File: config.mk
export PLATFORM = sky130hd
export DESIGN_NAME = ccr_flag_unit
export DESIGN_NICKNAME = d
export VERILOG_FILES = /design/src/rtl/ccr_flag_unit.sv
export SDC_FILE = /design/constraint.sdc
export NUM_CORES = 1
export LEC_CHECK = 0
export BUFFER_PORTS_ARGS = -buffer_cell sky130_fd_sc_hd__buf_2
export CORE_UTILIZATION = 28
export CTS_CLUSTER_SIZE = 24
export DETAILED_ROUTE_END_ITERATION = 6
export PLACE_DENSITY = 0.76
export SLEW_MARGIN = 40
export SYNTH_ARGS = -nofsm -noshare
export SYNTH_HDL_FRONTEND = slang
export SYNTH_SLANG_ARGS = --single-unit
File: constraint.sdc
create_clock -name clk -period 1.5 [get_ports clk]
set_clock_uncertainty 0.1 [all_clocks]
set_input_delay 0.15 -clock clk [delete_from_list [all_inputs] [get_ports clk]]
set_output_delay 0.15 -clock clk [all_outputs]
set_load 0.05 [all_outputs]
File: src/rtl/ccr_flag_unit.sv
module ccr_flag_unit #(
  parameter int WIDE   = 16,
  parameter int NARROW = 8
) (
  input  logic            clk,
  input  logic            rst,
  input  logic [WIDE-1:0] a,
  input  logic [WIDE-1:0] b,
  input  logic [WIDE:0]   res,
  input  logic            wide,
  input  logic [4:0]      upd,
  input  logic [7:0]      clr_mask,
  input  logic            load,
  input  logic [7:0]      load_val,
  output logic [7:0]      cc,
  output logic            f_e,
  output logic            f_f,
  output logic            f_h,
  output logic            f_i,
  output logic            f_n,
  output logic            f_z,
  output logic            f_v,
  output logic            f_c
);
  localparam int HBIT = 4;

  logic [WIDE:0] mix;
  logic          h_cond, n_cond, z_cond, v_cond, c_cond;
  logic [7:0]    sets;

  assign mix    = {1'b0, a ^ b} ^ res ^ (res >> 1);
  assign h_cond = mix[HBIT] ^ res[HBIT+1];
  assign v_cond = wide ? mix[WIDE-1] : mix[NARROW-1];
  assign n_cond = wide ? res[WIDE-1] : res[NARROW-1];
  assign c_cond = wide ? res[WIDE]   : res[NARROW];
  assign z_cond = wide ? ~|res[WIDE-1:0] : ~|res[NARROW-1:0];

  assign sets = {2'b00, upd[4] & h_cond, 1'b0,
                 upd[3] & n_cond, upd[2] & z_cond,
                 upd[1] & v_cond, upd[0] & c_cond};

  always_ff @(posedge clk) begin
    if (rst)       cc <= 8'h00;
    else if (load) cc <= load_val;
    else           cc <= (cc & ~clr_mask) | sets;
  end

  assign {f_e, f_f, f_h, f_i, f_n, f_z, f_v, f_c} = cc;
endmodule

* Word-level counts from Yosys, hierarchy flattened
Index checks and enable logic that the tools add are counted.
** Storage, ports and cells
- Bits in registers :: 8
- Output and inout port bits :: 16
- Bits in read-only memories :: 0
- Word-level logic and storage cells :: 22
- RAM bits :: 0
- Input bits :: 74
- Latch bits :: 0
- Memories :: 0
** Cells by class
- Mux-type cells :: 5
- Reductions and logical operators :: 4
- Bitwise operators :: 12
- Shift operators :: 0
- $lt $le $gt $ge :: 0
- Eq/ne operators :: 0
- Multiply operators :: 0
- Div/mod/pow operators :: 0
- $add $sub $neg :: 0
** Operator list (count)
- 16-bit XOR :: 3
- 16-bit OR reduction :: 1
- 8-bit AND :: 1
- 8-bit 2-to-1 mux :: 1
- 8-bit inverter :: 1
- 8-bit by 6-bit bitwise OR with 8-bit output :: 1
- 8-bit OR reduction :: 1
- 1-bit AND :: 5
- 1-bit 2-to-1 mux :: 4
- 1-bit zero test :: 2
- 1-bit XOR :: 1

* Logic depth before layout (Yosys ltp)
Gate-level depths: netlist of the first run.
- Depth after elaboration :: 7
- Depth in mapped cells :: 4
- Gate-level depth less buffers :: 4

* Least setup slack after synthesis of the first run
Ideal clock, no wire load.
- Path type :: input to register
- Start point :: input port res[13]
- End point :: register cc[2]
- Arrival time :: 1.071 ns
- Setup time :: 0.086 ns
- Buffers on the path :: 0
- Required time :: 1.314 ns
- Path slack :: 0.242 ns
- Cell stages on the path :: 4
- Path through :: or4_1 o21ai_1 nand4_1 a221oi_2
** Between the ends
- Longest elaborated chain between the ends :: 6
** RTL lines
- start: declaration :: line 9 : input logic [WIDE:0] res,
- 16-bit OR reduction :: line 36 : assign z_cond = wide ? ~|res[WIDE-1:0] : ~|res[NARROW-1:0];
- 1-bit zero test :: line 36
- 1-bit 2-to-1 mux :: line 36
- 1-bit AND :: line 39 : upd[3] & n_cond, upd[2] & z_cond,
- 8-bit by 6-bit bitwise OR with 8-bit output :: line 45 : else cc <= (cc & ~clr_mask) | sets;
- 8-bit 2-to-1 mux :: line 44 : else if (load) cc <= load_val;
- end signal: assignment :: line 44
- end signal: assignment :: line 45
- end: declaration :: line 15 : output logic [7:0] cc,
Every way passes these cells.
A chain may end at the register's enable or synchronous reset.

* Worst setup path after layout of the first run
Same ends and word-level chain as after synthesis.

==> results of run 1 <==
-- stage by stage --
stage | instances | hold slack (ps) | power, mW
2_1_floorplan | 67 | 195 | 0.430
3_3_place_gp | 145 | 283 | 0.508
3_5_place_dp | 145 | 295 | 0.513
4_1_cts | 148 | 34.4 | 0.677
5_1_grt | 148 | 33.5 | 0.714
6_report | 148 | 45.3 | 0.662
-- cell families after synthesis --
logic type	count (synthesis)	synth area share [%]
AOI/OAI and AO/OA	12	15.0
and+or+nand+nor	20	23.7
DFF	8	28.3
buffers and inverters	17	16.6
xor gates and xnor gates	8	12.4
muxes	2	3.98
-- cell usage after synthesis --
cell      instances  area [um^2]
a21o_1            1         7.51
a21oi_1           5         25.0
a221oi_1          3         26.3
a221oi_2          1         15.0
a31oi_1           1         6.26
buf_1             1         3.75
buf_4             8         60.1
clkbuf_1          1         3.75
dfxtp_1           8          160
inv_1             7         26.3
mux2_1            2         22.5
nand3_1           1         5.00
nand3b_1          1         7.51
nand4_1           1         6.26
nor2_1            4         15.0
nor2b_1           3         18.8
nor3_1            4         20.0
nor3b_1           3         22.5
nor4b_4           1         23.8
o21ai_1           1         5.00
or4_1             2         15.0
xnor2_1           6         52.6
xor2_1            2         17.5
-- tightest hold or removal path, cell delays in order --
cell	delay (ps)
buf_2	80
a21oi_1	50
nor2_1	70
-- cell type report --
| type | instances | area [um^2] |
|---|---|---|
| Clock buffer | 3 | 22.5 |
| Fill cell | 198 | 935 |
| Inverter | 7 | 26.3 |
| Multi-Input combinational cell | 42 | 312 |
| Sequential cell | 8 | 160 |
| Tap cell | 25 | 31.3 |
| Timing Repair Buffer | 63 | 315 |
-- power groups by stage --
stage | registers [mW] | logic (mW) | clock network (mW)
after floorplan | 0.290 | 0.139 | 0
after global placement | 0.240 | 0.269 | 0
after detailed placement | 0.241 | 0.272 | 0
after CTS | 0.237 | 0.273 | 0.167
after global routing | 0.238 | 0.292 | 0.184
final | 0.237 | 0.270 | 0.155
-- metal layers --
metal | global-route usage [%] | vias up
li1 | - | 339
met1 | 13.2 | 288
met2 | 29.4 | 35
met3 | 5.77 | 0
met4 | 1.71 | 0
met5 | 0 | -
-- worst paths after layout --
path / cells after the start / slack (ps) / to / startpoint
worst min register to register: 2 / 460 / cc[1] / cc[1]
worst max-delay path: 5 / 310 / cc[2] / res[13]
worst max register to register: 2 / 590 / cc[5] / cc[5]
worst min-delay path: 3 / 50 / cc[6] / load_val[6]
==> metrics.md, run 1 <==
| Metric | Value |
|---|---|
| Cells after Synth | between 60 and 70 |
| Clock network power share | about a quarter |
| TNS Setup | 0 ps |
| Clock Tree Buf Depth | 2 |
| DP Area | 845 um^2 |
| Most common cell after layout, fill and taps aside | buf_2 |
| Gr usage total | ~14% |
| WP buf/inv | 1 |
| Max-slew violations | 0 |
| Routed vias/inst | approximately 4.5 |
| Clock root cell | clkbuf_4 |
| Internal power | between 0.4 and 0.5 mW |
| Share of layout cells above drive strength 1 | 55.3% |
| Gpl congestion | a little under 0.7 |
| Remaining DRCs | 0 |
| Biggest regs | cc x8 |
| Most frequent cells in the layout | 63 x buf_2, 8 x dfxtp_1, 7 x inv_1, 6 x xnor2_1, 5 x a21oi_1 |
| Synth cell types | 23 |
| Pin slew with the least headroom to its limit | 274 ps |
| Wire length on met1 | ~600 um |
| Final Hold Vio Count | 0 |
| Grt ovf | 0 |
| Ant diodes | 0 |
| Pleak | ~0.47 nW |
| Final Core Density | about half |
| Peak supply drop | 0.000486 V |
| Setup ws final | between 300 and 400 ps |
| Post-Syn Nets | 141 |
| Vias | 662 |
| Arrival @ worst endpoint | around 1300 ps |
| Sequential area share after synthesis | between 20% and 30% |
| WL met2 | about 760 um |
| Delay of the slowest critical-path stage | approximately 510 ps |
| RSZ-0062 raised after global routing | no |
| TritonCTS clock tree | done |
| Worst Hold Class | input port to flop |
| Switch Pwr | 0.241 mW |
| Most flop-heavy register | cc |
| Crit path capture type | flop |
| DRT Pass-1 Iters | 1 |
| Post-route clock period utilization | around 80% |
| Critical path required time | about 1600 ps |
| Metal3 WL | between 100 and 150 um |
| Worst path top cell family by delay | simple AND/OR/NAND/NOR gates |
| CTS Sinks | 8 |
| Minimum clock period | ~1200 ps |
| Ports | 90 |
| Starting density of the core | around a third |
| Worst slack, placed | around 55 ps |
| Sw Ratio | 36.3% |
| Top Layer Used | met3 |
| Status | finished clean |
| CP Class | input port to flop |
| Die ar. | 0.00220 mm^2 |
| Hold buffer count at cts | 0 |
| WL final | 1480 um |
| Crit start category | input port |
| Area delta synth->final | 53.3% |
| Row Count | 15 |
| Buffers on Ports | 63 |
| Post-DP HPWL | between 1000 and 1500 um |
| #FFs+latches synth | 8 |
| Design Area, Final | 867 um^2 |
| Die X | 46.9 um |
| Max Cap Viol | 0 |
| Comb power frac | about two fifths |
| Worst path cell trace | buf_2 > or4_1 > o21ai_1 > nand4_1 > a221oi_2 |
| Num CTS Buffers | 3 |
| Reg clk slew, reported paths | 50 ps |
| Vias in the first global route | slightly below 600 |
| Synth warn | 0 |
| Final #Nets | about 200 |
| Initial DRC Count | 0 |
| Seq pwr share | a little over a third |
| Largest register FFs | 8 |
| Avg WL per Cell | approximately 10 um |
| Crit-path slowest cell | or4_1 |
| Setup Viol. Count Final | 0 |
| Fmax | roughly 0.84 GHz |
| Later-pin clock latency in the skew report | between 200 and 250 ps |
| Post-CTS Setup Inserts | 0 |
| Htree depth | 1 |
| Pwr dens | approximately 760 mW/mm^2 |
| First-pass GRT wire length | 2230 um |
| Initial antenna violation count | 0 |
| Mapped cell area | about 570 um^2 |
| # resized after CTS | 0 |
| Crit path max fanout | 1 |
| Slew Limit Headroom | between 80% and 90% |
| Number of nets with antenna violations after routing | 0 |
| Mapped Avg Cell Area | approximately 8.4 um^2 |
| Placeable Area | 0.00180 mm^2 |
| Die Height | approximately 47 um |
| Pin count of the biggest net entering global routing | 17 |
Power figures use the tool's default switching activity.
==> inputs of run 2 (changes only) <==
--- a/config.mk
+++ b/config.mk
@@ -6,10 +6,10 @@
 export NUM_CORES = 1
 export LEC_CHECK = 0
 export BUFFER_PORTS_ARGS = -buffer_cell sky130_fd_sc_hd__buf_2
-export CORE_UTILIZATION = 28
+export CORE_UTILIZATION = 25
 export CTS_CLUSTER_SIZE = 24
 export DETAILED_ROUTE_END_ITERATION = 6
-export PLACE_DENSITY = 0.76
+export PLACE_DENSITY = 0.71
 export SLEW_MARGIN = 40
 export SYNTH_ARGS = -nofsm -noshare
 export SYNTH_HDL_FRONTEND = slang
==> constraint.sdc (replaced) <==
create_clock -name clk -period 1 [get_ports clk]
set_clock_uncertainty 0.1 [all_clocks]
set_input_delay 0.1 -clock clk [delete_from_list [all_inputs] [get_ports clk]]
set_output_delay 0.1 -clock clk [all_outputs]
set_load 0.05 [all_outputs]
==> run 2 against run 1 <==
Effect of this change:
- the flow now finishes with violations (setup timing)
- non-clock buffer count up 9
- sequential power is 55% higher
- worst hold slack worse by 19 ps
- first-iteration DRC count is 3 higher
- register-to-register slack worse by 480 ps
- design area up 25%
- clock power grew 54%
- die area rose by 11%
- critical endpoint unchanged
- largest cell class unchanged
- largest power group unchanged
==> metrics.md, run 2 (same netlist as run 1, synthesis figures left out) <==
| Metric | Value |
|---|---|
| Status | complete, but fails checks |
| Failing checks | setup timing |
| Pin slew with the least headroom to its limit | 271 ps (-2.75 ps) |
| FF+latch area | 169 um^2 (+5.5%) |
| Die X | 49.6 um (+5.6%) |
| Post-route clock period utilization | 111% |
| Most frequent cells in the layout | 44 x buf_2, 19 x buf_6, 7 x inv_1, 7 x dfxtp_2, 6 x xnor2_1 |
| Pwr dens | 1020 mW/mm^2 (+34%) |
| Biggest regs | cc x8 |
| Critical path required time | 1070 ps (-490 ps) |
| Max Cap Viol | 0 (unchanged) |
| CTS Sinks | 8 (unchanged) |
| Routed vias/inst | 4.55 (+1.8%) |
| Worst hold slack | 26.5 ps (-18.8 ps) |
| CP Class | input port to flop |
| Gr busiest metal | met2 |
| Arrival @ worst endpoint | 1180 ps (-70 ps) |
| Setup Viol. Count Final | 3 (+3) |
| Pleak | 0.539 nW (+15%) |
| Post-CTS Setup Inserts | 0 (unchanged) |
| Starting density of the core | 27.7% (-3.7 points) |
| Clock Tree Buf Depth | 2 (unchanged) |
| Crit path capture type | flop |
| DRT Pass-1 Iters | 3 (+2) |
| Grt met3 use | 7.10% (+1.3 points) |
| Row Count | 16 (+1) |
| Clock root cell | clkbuf_4 |
| Initial antenna violation count | 0 (unchanged) |
| Post-DP HPWL | 1280 um (+0.59%) |
| Flop2flop setup slack | 110 ps (-480 ps) |
| Gpl congestion | 0.631 (-6.3%) |
| Vias in the first global route | 713 (+21%) |
| Htree depth | 1 (unchanged) |
| Pin count of the biggest net entering global routing | 17 (unchanged) |
| Peak supply drop | 0.000796 V (+64%) |
| Gr usage total | 14.9% (+0.65 points) |
| Largest register FFs | 8 (unchanged) |
| First-pass GRT wire length | 2820 um (+26%) |
| Worst slack, placed | -384 ps (-439 ps) |
| Buffers on Ports | 63 (unchanged) |
| Crit path max fanout | 1 (unchanged) |
| Final Hold Vio Count | 0 (unchanged) |
| Remaining DRCs | 0 (unchanged) |
| Die ar. | 0.00246 mm^2 (+11%) |
| Worst Hold Class | input port to flop |
| Vias | 724 (+9.4%) |
| Met2 Use GR | 29.1% (-0.39 points) |
| Final #Nets | 208 (+4.5%) |
| Die Height | 49.6 um (+5.6%) |
| WL final | 1750 um (+19%) |
| Avg WL per Cell | 11.0 um (+11%) |
| Most flop-heavy register | cc |
| Ant diodes | 0 (unchanged) |
| Setup ws final | -110 ps (-420 ps) |
| Initial DRC Count | 3 (+3) |
| Placeable Area | 0.00204 mm^2 (+13%) |
| Crit start category | input port |
| RSZ-0062 raised after global routing | yes |
| Most common cell after layout, fill and taps aside | buf_2 |
| Fmax | around 0.9 GHz |
| Num CTS Buffers | 3 (unchanged) |
| Met1 global-route usage | 14.3% (+1.1 points) |
| Slew Limit Headroom | 81.9% (+0.18 points) |
| Ports | 90 (unchanged) |
| Max-slew violations | 0 (unchanged) |
| Filler cells | 208 (+5.1%) |
| TritonCTS clock tree | done |
| Grt ovf | 0 (unchanged) |
| Share of layout cells above drive strength 1 | 62.1% (+6.8 points) |
| Number of nets with antenna violations after routing | 0 (unchanged) |
| Later-pin clock latency in the skew report | 240 ps (about the same) |
| Minimum clock period | between 1000 and 1500 ps |
| Reg clk slew, reported paths | 50 ps (about the same) |
| Multi-input logic area | 319 um^2 (+2.4%) |
| Area delta synth->final | 91.4% |
[run 2: cell types whose count changed in the layout (fill, tap and decap cells not counted), sizes merged]
cell / before / now
dlygate4sd3: 0 / 4
buf: 63 / 68
[run 2: cell type report]
type | count | share of cell area [%]
flip-flops and latches | 8 | 15.6
inverters | 7 | 2.43
multi-input cells | 42 | 29.5
well taps | 27 | 3.12
repair buffers | 72 | 47.3
clock buffers | 3 | 2.08
[run 2: path summary, 6_finish.rpt]
path,startpoint,endpoint,depth (start not counted)
setup / recovery,res[9],cc[2],5
hold / removal,upd[1],cc[1],3
setup reg to reg,cc[2],cc[2],2
hold reg to reg,cc[1],cc[1],2
[run 2: metal layers]
layer,part of all wire (%),vias to the layer above
met5,0,-
met4,1.1,0
met3,7.0,2
met2,57,40
met1,35,325
li1,-,357
[run 2: critical path, cell delays in order]
cell      delay (ps)
buf_6             90
or4_4            530
o21ai_2          150
nand4_1          100
a221oi_2         210
[run 2: timing repair]
action                     in CTS  in global routing
hold endpoints to repair        4                  0
hold buffers                    4                  0
gates resized for setup        21                 16
pin swaps                       1                  1
setup endpoints to repair      17                 17
[run 2: metrics by stage]
stage	TNS, ps	cell area, um^2	util (%)	instances	total power, mW
after floorplan	-321	574	-	67	0.649
after global placement	-732	893	43.8	152	0.781
after detailed placement	-841	893	43.8	152	0.790
after CTS	-146	1020	50.1	159	1.10
after global routing	-249	1080	53.0	159	1.18
final	-122	1080	53.0	159	1.10
[run 2: where the power goes]
| group | internal [mW] | switching (mW) |
|---|---|---|
| Combinational | 0.236 | 0.262 |
| Clock | 0.137 | 0.102 |
| Sequential | 0.345 | 0.0232 |
| Total | 0.718 | 0.387 |
==> inputs of run 3 (changes only) <==
--- a/config.mk
+++ b/config.mk
@@ -10,7 +10,7 @@
 export CTS_CLUSTER_SIZE = 24
 export DETAILED_ROUTE_END_ITERATION = 6
 export PLACE_DENSITY = 0.71
-export SLEW_MARGIN = 40
+export SKIP_CTS_REPAIR_TIMING = 1
 export SYNTH_ARGS = -nofsm -noshare
 export SYNTH_HDL_FRONTEND = slang
 export SYNTH_SLANG_ARGS = --single-unit
==> run 3 against run 2 <==
Effect of this change:
- setup slack worse by 5.3 ps
- global-route usage down 1.2 points
- highest routed layer unchanged
- the flow finishes with violations (hold timing, setup timing)
- critical path type unchanged
- power down 0.63%
- largest cell class unchanged
- largest power group unchanged
- clock power about the same
==> metrics.md, run 3 (same netlist as run 1, synthesis figures left out) <==
| Metric | Value |
|---|---|
| Design Area, Final | 0.00106 mm^2 (-2.1%) |
| Initial antenna violation count | 0 (unchanged) |
| Area delta synth->final | 87.4% |
| Gpl congestion | 0.631 (unchanged) |
| Grt ovf | 0 (unchanged) |
| Row Count | 16 (unchanged) |
| CTS Sinks | 8 (unchanged) |
| Setup Viol. Count Final | 3 (unchanged) |
| Reg clk slew, reported paths | 50 ps (about the same) |
| Status | complete, but fails checks |
| Htree depth | 1 (unchanged) |
| Avg WL per Cell | 10.6 um (-3.7%) |
| Arrival @ worst endpoint | 1180 ps (about the same) |
| DRT Pass-1 Iters | 3 (unchanged) |
| TNS Setup | -131 ps (-8.42 ps) |
| Largest register FFs | 8 (unchanged) |
| Initial DRC Count | 1 (-2) |
| Crit path capture type | flop |
| Clock root cell | clkbuf_4 |
| Pleak | 0.530 nW (-1.7%) |
| Worst Hold Class | input port to flop |
| Biggest regs | cc x8 |
| WL final | 1670 um (-4.9%) |
| Share of layout cells above drive strength 1 | 63.8% (+1.7 points) |
| Starting density of the core | 27.7% (unchanged) |
| Placeable Area | 0.00204 mm^2 (unchanged) |
| Slew Limit Headroom | 82.0% (about the same) |
| Crit start category | input port |
| Final #Nets | 206 (-0.96%) |
| Remaining DRCs | 0 (unchanged) |
| Critical path required time | 1070 ps (about the same) |
| Met1 global-route usage | 14.3% (unchanged) |
| Worst hold slack | -13.6 ps (-40.1 ps) |
| Vias | 707 (-2.3%) |
| Gr busiest metal | met2 |
| Gr usage total | 13.8% (-1.2 points) |
| Failing checks | hold timing, setup timing |
| Setup ws final | -115 ps (-5.32 ps) |
| Clock Tree Buf Depth | 2 (unchanged) |
| Crit path max fanout | 1 (unchanged) |
| Max-slew violations | 0 (unchanged) |
| Number of nets with antenna violations after routing | 0 (unchanged) |
| Final Core Density | 51.9% (-1.1 points) |
| Vias in the first global route | 669 (-6.2%) |
| Die Height | 49.6 um (unchanged) |
| TritonCTS clock tree | done |
| Num CTS Buffers | 3 (unchanged) |
| Most flop-heavy register | cc |
| Grt met3 use | 7.41% (+0.31 points) |
| RSZ-0062 raised after global routing | yes |
| Ant diodes | 0 (unchanged) |
| Ports | 90 (unchanged) |
| Max Cap Viol | 0 (unchanged) |
| Pin count of the biggest net entering global routing | 17 (unchanged) |
| Peak supply drop | 0.000801 V (+0.64%) |
| Total Power | 1.10 mW (-0.63%) |
| Final Hold Vio Count | 2 (+2) |
| Post-DP HPWL | 1280 um (unchanged) |
| Pwr dens | 1040 mW/mm^2 (+1.5%) |
| Buffers on Ports | 63 (unchanged) |
| Minimum clock period | 1120 ps (+5.31 ps) |
| Most frequent cells in the layout | 45 x buf_2, 18 x buf_6, 7 x inv_1, 7 x dfxtp_2, 6 x xnor2_1 |
| First-pass GRT wire length | 2630 um (-6.6%) |
| DP Area | 893 um^2 (unchanged) |
| CP Class | input port to flop |
| Fmax | 0.897 GHz (-0.48%) |
| Routed vias/inst | 4.50 (-1.1%) |
| Filler cells | 206 (-0.96%) |
| Die X | 49.6 um (unchanged) |
| Met2 Use GR | 25.5% (-3.6 points) |
| Most common cell after layout, fill and taps aside | buf_2 |
| Later-pin clock latency in the skew report | 240 ps (about the same) |
| Post-route clock period utilization | 112% (+0.53 points) |
| Die ar. | 0.00246 mm^2 (unchanged) |
| Pin slew with the least headroom to its limit | 271 ps (-0.211 ps) |
run 3: changes by cell type in the layout (fill, tap and decap cells not counted), sizes merged:
| cell | change |
|---|---|
| dlygate4sd3 | -2 |
run 3: through the flow:
| stage | setup slack [ps] | std cells |
|---|---|---|
| after floorplan | -208 | 67 |
| after global placement | -363 | 152 |
| after detailed placement | -384 | 152 |
| after CTS | -113 | 155 |
| after global routing | -155 | 157 |
| final | -115 | 157 |
run 3: power by group:
group          total [mW]  switching [mW]  internal [mW]  leakage, nW
sequential          0.368          0.0234          0.345       0.0685
combinational       0.489           0.260          0.229        0.448
clock               0.240           0.103          0.137       0.0138
run 3: path summary, 6_finish.rpt:
kind,start,end,slack [ps],cells after the start
max reg2reg,cc[2],cc[2],110,2
min,load_val[7],cc[7],-10,3
min reg2reg,cc[1],cc[1],470,2
max,res[9],cc[2],-120,5
run 3: area by class of cell:
type	count	area (um^2)	area share, %
Clock buffer	3	22.5	2.13
Tap cell	27	33.8	3.19
Sequential cell	8	169	15.9
Timing Repair Buffer	70	485	45.8
Multi-Input combinational cell	42	323	30.5
Inverter	7	26.3	2.48
run 3: per-layer routing:
| metal | wire length, um | vias to the layer above |
|---|---|---|
| met5 | 0 | - |
| met4 | 14 | 0 |
| met3 | 129 | 2 |
| met2 | 936 | 36 |
| met1 | 586 | 316 |
| li1 | - | 353 |
run 3: worst max-delay path, cell delays in order:
cell and delay, ps:
buf_6 90, or4_4 540, o21ai_2 150, nand4_1 100
a221oi_2 210
